**src/rtl/pwm_bank_pkg.sv**
```systemverilog
package pwm_bank_pkg;

    localparam int CHANNELS    = 14;
    localparam int DUTY_W      = 8;
    localparam int ADDR_W      = 8;
    localparam int BASE_ADDR   = 'h20;
    localparam int RESET_DUTY  = 'h80;
    localparam int PRESCALE    = 64;
    localparam int FULL_STEPS  = 256;
    localparam int SHORT_STEPS = 253;

    typedef logic [DUTY_W-1:0] duty_t;

    typedef struct packed {
        logic fast;
        logic short_p;
    } mode_t;

    // last counter value of a period for the selected length
    function automatic duty_t last_step(input logic short_p);
        return short_p ? duty_t'(SHORT_STEPS - 1) : duty_t'(FULL_STEPS - 1);
    endfunction

endpackage

```
**src/rtl/pwm_prescaler.sv**
```systemverilog
module pwm_prescaler
    import pwm_bank_pkg::*;
#(
    parameter int DIV = PRESCALE
) (
    input  logic clk,
    input  logic rst,
    input  logic fast,
    input  logic clear,
    output logic tick
);
    localparam int W = $clog2(2 * DIV) + 1;

    logic [W-1:0] cnt;
    logic [W-1:0] limit;

    assign limit = fast ? W'(DIV - 1) : W'(2 * DIV - 1);
    assign tick  = (cnt == limit) && !clear;

    always_ff @(posedge clk) begin
        if (rst || clear)       cnt <= '0;
        else if (cnt >= limit)  cnt <= '0;
        else                    cnt <= cnt + W'(1);
    end


    prescale_range_chk: assert property (@(posedge clk) disable iff (rst)
        cnt <= W'(2 * DIV - 1));


    prescale_clear_chk: assert property (@(posedge clk) disable iff (rst)
        clear |=> (cnt == '0));

endmodule

```
**src/rtl/pwm_period_counter.sv**
```systemverilog
module pwm_period_counter
    import pwm_bank_pkg::*;
(
    input  logic  clk,
    input  logic  rst,
    input  logic  tick,
    input  logic  short_p,
    input  logic  restart,
    output duty_t cnt,
    output logic  wrap
);
    duty_t last;

    assign last = last_step(short_p);
    assign wrap = tick && (cnt == last);

    always_ff @(posedge clk) begin
        if (rst || restart) cnt <= '0;
        else if (tick)      cnt <= wrap ? duty_t'(0) : cnt + duty_t'(1);
    end


    period_range_chk: assert property (@(posedge clk) disable iff (rst)
        short_p |-> (cnt <= duty_t'(SHORT_STEPS - 1)));


    restart_zero_chk: assert property (@(posedge clk) disable iff (rst)
        restart |=> (cnt == '0));

endmodule

```
**src/rtl/pwm_channel.sv**
```systemverilog
module pwm_channel
    import pwm_bank_pkg::*;
(
    input  logic  clk,
    input  logic  rst,
    input  duty_t duty,
    input  logic  load,
    input  duty_t cnt,
    input  logic  short_p,
    output logic  pwm
);
    duty_t shadow;
    logic  high;

    always_ff @(posedge clk) begin
        if (rst)       shadow <= duty_t'(RESET_DUTY);
        else if (load) shadow <= duty;
    end

    always_comb begin
        if (short_p && shadow >= duty_t'(SHORT_STEPS)) high = 1'b1;
        else                                           high = (shadow > cnt);
    end

    always_ff @(posedge clk) begin
        if (rst) pwm <= 1'b0;
        else     pwm <= high;
    end


    shadow_hold_chk: assert property (@(posedge clk) disable iff (rst)
        !load |=> $stable(shadow));


    zero_low_chk: assert property (@(posedge clk) disable iff (rst)
        (shadow == '0) |=> !pwm);


    saturate_high_chk: assert property (@(posedge clk) disable iff (rst)
        (short_p && shadow >= duty_t'(SHORT_STEPS)) |=> pwm);


    top_code_low_chk: assert property (@(posedge clk) disable iff (rst)
        (!short_p && cnt == duty_t'(FULL_STEPS - 1)) |=> !pwm);

endmodule

```
**src/rtl/pwm_regs.sv**
```systemverilog
module pwm_regs
    import pwm_bank_pkg::*;
#(
    parameter int CH = CHANNELS
) (
    input  logic              clk,
    input  logic              rst,
    input  logic [ADDR_W-1:0] addr,
    input  logic              wr_en,
    input  duty_t             wr_data,
    output duty_t             rd_data,
    output duty_t             duty [CH]
);
    for (genvar k = 0; k < CH; k++) begin : g_reg
        always_ff @(posedge clk) begin
            if (rst)                                           duty[k] <= duty_t'(RESET_DUTY);
            else if (wr_en && addr == ADDR_W'(BASE_ADDR + k))  duty[k] <= wr_data;
        end


        reg_untouched_chk: assert property (@(posedge clk) disable iff (rst)
            !(wr_en && addr == ADDR_W'(BASE_ADDR + k)) |=> $stable(duty[k]));
    end

    always_comb begin
        rd_data = '0;
        for (int k = 0; k < CH; k++) begin
            if (addr == ADDR_W'(BASE_ADDR + k)) rd_data = duty[k];
        end
    end

endmodule

```
**src/rtl/pwm_dac_bank.sv**
```systemverilog
module pwm_dac_bank
    import pwm_bank_pkg::*;
#(
    parameter int CH           = CHANNELS,
    parameter int PRESCALE_DIV = PRESCALE
) (
    input  logic              clk,
    input  logic              rst,
    input  logic              fast_sel,
    input  logic              short_period,
    input  logic [ADDR_W-1:0] addr,
    input  logic              wr_en,
    input  logic [DUTY_W-1:0] wr_data,
    output logic [DUTY_W-1:0] rd_data,
    output logic [CH-1:0]     pwm_out
);
    mode_t mode_q;
    mode_t mode_in;
    logic  freq_chg;
    logic  restart;
    logic  tick;
    logic  wrap;
    logic  load;
    duty_t cnt;
    duty_t duty [CH];

    assign mode_in  = '{fast: fast_sel, short_p: short_period};
    assign freq_chg = (mode_in.fast != mode_q.fast);
    assign restart  = (mode_in != mode_q);
    assign load     = wrap || restart;

    always_ff @(posedge clk) begin
        if (rst) mode_q <= '0;
        else     mode_q <= mode_in;
    end

    pwm_regs #(.CH(CH)) u_regs (
        .clk     (clk),
        .rst     (rst),
        .addr    (addr),
        .wr_en   (wr_en),
        .wr_data (wr_data),
        .rd_data (rd_data),
        .duty    (duty)
    );

    pwm_prescaler #(.DIV(PRESCALE_DIV)) u_prescale (
        .clk   (clk),
        .rst   (rst),
        .fast  (mode_q.fast),
        .clear (freq_chg),
        .tick  (tick)
    );

    pwm_period_counter u_period (
        .clk     (clk),
        .rst     (rst),
        .tick    (tick),
        .short_p (mode_q.short_p),
        .restart (restart),
        .cnt     (cnt),
        .wrap    (wrap)
    );

    for (genvar k = 0; k < CH; k++) begin : g_ch
        pwm_channel u_ch (
            .clk     (clk),
            .rst     (rst),
            .duty    (duty[k]),
            .load    (load),
            .cnt     (cnt),
            .short_p (mode_q.short_p),
            .pwm     (pwm_out[k])
        );
    end


    reset_low_chk: assert property (@(posedge clk)
        rst |=> (pwm_out == '0));

endmodule

```
**config.mk**
```make
export PLATFORM = sky130hd
export DESIGN_NAME = pwm_dac_bank
export DESIGN_NICKNAME = d
export VERILOG_FILES = /design/src/rtl/pwm_bank_pkg.sv /design/src/rtl/pwm_prescaler.sv /design/src/rtl/pwm_period_counter.sv /design/src/rtl/pwm_channel.sv /design/src/rtl/pwm_regs.sv /design/src/rtl/pwm_dac_bank.sv
export SDC_FILE = /design/constraint.sdc
export NUM_CORES = 1
export LEC_CHECK = 0
export BUFFER_PORTS_ARGS = -buffer_cell sky130_fd_sc_hd__buf_4
export CAP_MARGIN = 20
export CORE_MARGIN = 2
export CORE_UTILIZATION = 35
export DETAILED_ROUTE_END_ITERATION = 8
export SETUP_SLACK_MARGIN = 0.3
export SYNTH_ARGS = -nofsm -noshare
export SYNTH_HDL_FRONTEND = slang
export SYNTH_SLANG_ARGS = --single-unit
```
**constraint.sdc**
```tcl
create_clock -name clk -period 4.7 [get_ports clk]
set_input_delay 0 -clock clk [delete_from_list [all_inputs] [get_ports clk]]
set_output_delay 0 -clock clk [all_outputs]
set_load 0.1 [all_outputs]
```
==> metrics.md <==
| Metric | Value |
|---|---|
| Reg2Reg Launch Point | mode_q[0] |
| Leak Pwr | 5.65 nW |
| Synth Flop Type | dfxtp_1 |
| Row Count | 71 |
| Ant. Diodes | 0 |
| Initial Util | 35.4% |
| Max_slew headroom | around 30% |
| Total Nets Final | about 1700 |
| Post-synth ARST share | 0% |
| Die Span X | between 150 and 200 µm |
| Vias in the first global route | between 10000 and 15000 |
| Met1 Track Usage GR | between 20% and 30% |
| Main combinational cell family by area after synthesis | simple AND/OR/NAND/NOR gates |
| Mux contribution to synthesized area | a little over a tenth |
| Synthesized area | 0.0133 mm² |
| Crit Path Category | flop to flop |
| Die area | approximately 0.039 mm² |
| RSZ-0062 raised after global routing | false |
| Post-Syn Instances | 1538 |
| Least-Margin Pin Slew | 1050 ps |
| P per Cell Area | about 320 mW/mm² |
| CP Capture Type | flop |
| Worst R2R Path Depth | 7 |
| Most frequent cells in the layout | 256 x dfxtp_1, 246 x nand2_1, 161 x nor2_1 |
| Tmin final | roughly 2900 ps |
| Syn-to-layout area delta | 11.9% |
| Syn_nets | between 1500 and 2000 |
| Hold crit path type | input pin to flop |
| CTS Buf Count | 28 |
| Hold Path Stages | 2 |
| Core area | 0.0375 mm² |
| Share of cells above drive strength 1 | around a tenth |
| Final-report max-slew violation count | 0 |
| Die H | roughly 200 µm |
| Worst Setup SP | mode_q[0] |
| Count of input and output buffers | between 40 and 50 |
| I/O pin count | 43 |
| Commonest non-fill, non-tap cell in the layout | dfxtp_1 |
| MaxCap Viol Count | 0 |
| Worst clock skew | ~9.7 ps |
| Hold path endpoint | mode_q[1] |
| DR vias | between 10000 and 15000 |
| TritonCTS clock tree | done |
| Placer Congestion | 0.900 |
| Sink Count | between 200 and 300 |
| HP Start | rst |
| Post-synthesis compound-gate area fraction | around 12% |
| Status | complete, no violations |
| Crit path DAT | ~3400 ps |
| Crit-path max FO | 60 |
| Flop2flop setup slack | roughly 1800 ps |
| Via-to-Cell Ratio | 5.31 |
| H-tree Lvls | 1 |
| DP HPWL | ~25000 µm |
| Tcrit/Tclk final | roughly three fifths |
| Gr usage total | approximately a fifth |
| GR Overflow Total | 0 |
| Adder-cell area share of the yosys netlist | 10.9% |
| CTS Root Buffer Type | clkbuf_16 |
| Fmax | between 300 and 400 MHz |
| Initial antenna violation count | 0 |
| Drc violations | 0 |
| Worst vdd ir | 0.295 mV |
| Yosys cell types | 67 |
| Top Usage Layer GRT | met2 |
| Clock Path Buffers | 3 |
| Largest net degree at the start of global routing | 168 |
| Clock transition at path regs | 60 ps |
| Post-synthesis xor/xnor area fraction | less than 1% |
| Simple-Gate Fraction of Synth Area | a little over a fifth |
| Post-synth EDFFs | 0 |
| Overall power | approximately 4.7 mW |
| Sequential-to-total area share from yosys stat | roughly two fifths |
| WHS | 14.5 ps |
| Setup_tns | 0 ps |
| Yosys Warn Count | 0 |
| Yosys reg bits | 256 |
| First-pass GRT wire length | slightly below 60000 µm |
| Worst-Skew Late Latency | around 550 ps |
| Avg Inst Size Synth | between 8 and 9 µm² |
| DRT antenna net count | 0 |
| Routed WL | about 38000 µm |
| Critical R2R Capture | g_ch[5].u_ch.shadow[0] |
| DR WL/cell | roughly 18 µm |
| Routing usage on met2 | between 30% and 40% |
| Critical path launch point type | flop |
| DRT iter0 DRCs | 967 |
| Final hold violation count | 0 |
| Final Setup Violations | 0 |
| DRT Pass-1 Iters | 6 |
| Req. time, crit path | 5180 ps |
| Post-layout util | about two fifths |
| Met3 Resource Use GR | under 10% |
## kinds of logic after synthesis
kind of cell	count (synthesis)
adder cells (fa/ha/maj)	115
AO/OA/AOI/OAI	271
AND/OR/NAND/NOR	615
multiplexers	129
XOR/XNOR	13
buffers and inverters	139
flip-flops	256
## per-layer routing
layer	share of wire, %	up-vias
li1	-	5369
met4	2.1	0
met5	0	-
met1	46	5264
met3	5.0	48
met2	47	261
## worst max path at each step
stage                                   end  slack [ps]  depth (start not counted)
global route         g_ch[0].u_ch.shadow[4]        1660                          7
CTS                  g_ch[0].u_ch.shadow[3]        1830                          7
finish               g_ch[5].u_ch.shadow[0]        1800                          7
floorplan                        rd_data[1]        1490                          7
detailed placement  g_ch[12].u_ch.shadow[4]        1860                          7
global placement     g_ch[5].u_ch.shadow[0]        1940                          7
## synth_stat cells, types with 17 or more instances
cell type	n	area (µm²)
and3_1	17	106
clkbuf_1	44	165
dfxtp_1	256	5120
ha_1	115	1440
nor3_1	47	235
mux2i_1	115	1150
nor2b_1	33	206
nand4_1	32	200
nor2_1	161	604
buf_4	20	150
buf_2	28	140
inv_1	40	150
nand2_1	246	923
o21ai_0	28	140
a21oi_1	144	721
nand3_1	38	190
## registers in the layout, indices dropped and copies added (netlist names)
name,cells
u_regs.duty,112
u_prescale.cnt,8
u_period.cnt,8
mode_q,2
g_ch.u_ch.pwm,14
g_ch.u_ch.shadow,112
## critical path, stage by stage, from the launching register on
cell and delay, ps:
dfxtp_1 680, buf_4 320, nor3b_1 210, o2111a_1 350, a21o_4 560, buf_12 350, nand2_1 110, a21oi_1 140
## layout make-up
class	count	area, µm²
inverters	40	150
clock buffers	39	843
repair buffers	61	529
fillers	3781	22600
well taps	511	639
multi-input cells	1143	7490
flip-flops and latches	256	5120
clock inverters	11	62.6
## where the power goes
part / switching [mW] / leakage (nW) / internal (mW) / total, mW
Sequential: 0.00756 / 2.07 / 2.18 / 2.19
Clock: 0.913 / 0.449 / 1.24 / 2.16
Combinational: 0.260 / 3.14 / 0.0717 / 0.331
## what timing repair did
item | CTS | global route
gates resized for setup | 0 | 0
buffers inserted | 0 | 0
endpoints found under the hold margin | 112 | 0
hold buffers | 11 | 0
endpoints found under the setup margin | 0 | 0
## metrics by stage
stage | setup slack [ps] | instance area [µm²] | std cells
6_report | 1800 | 14800 | 2061
4_1_cts | 1830 | 14800 | 2061
3_3_place_gp | 1940 | 13800 | 2000
2_1_floorplan | 1490 | 13300 | 1538
3_5_place_dp | 1860 | 13800 | 2000
5_1_grt | 1660 | 14800 | 2061
Power figures use the tool's default switching activity.
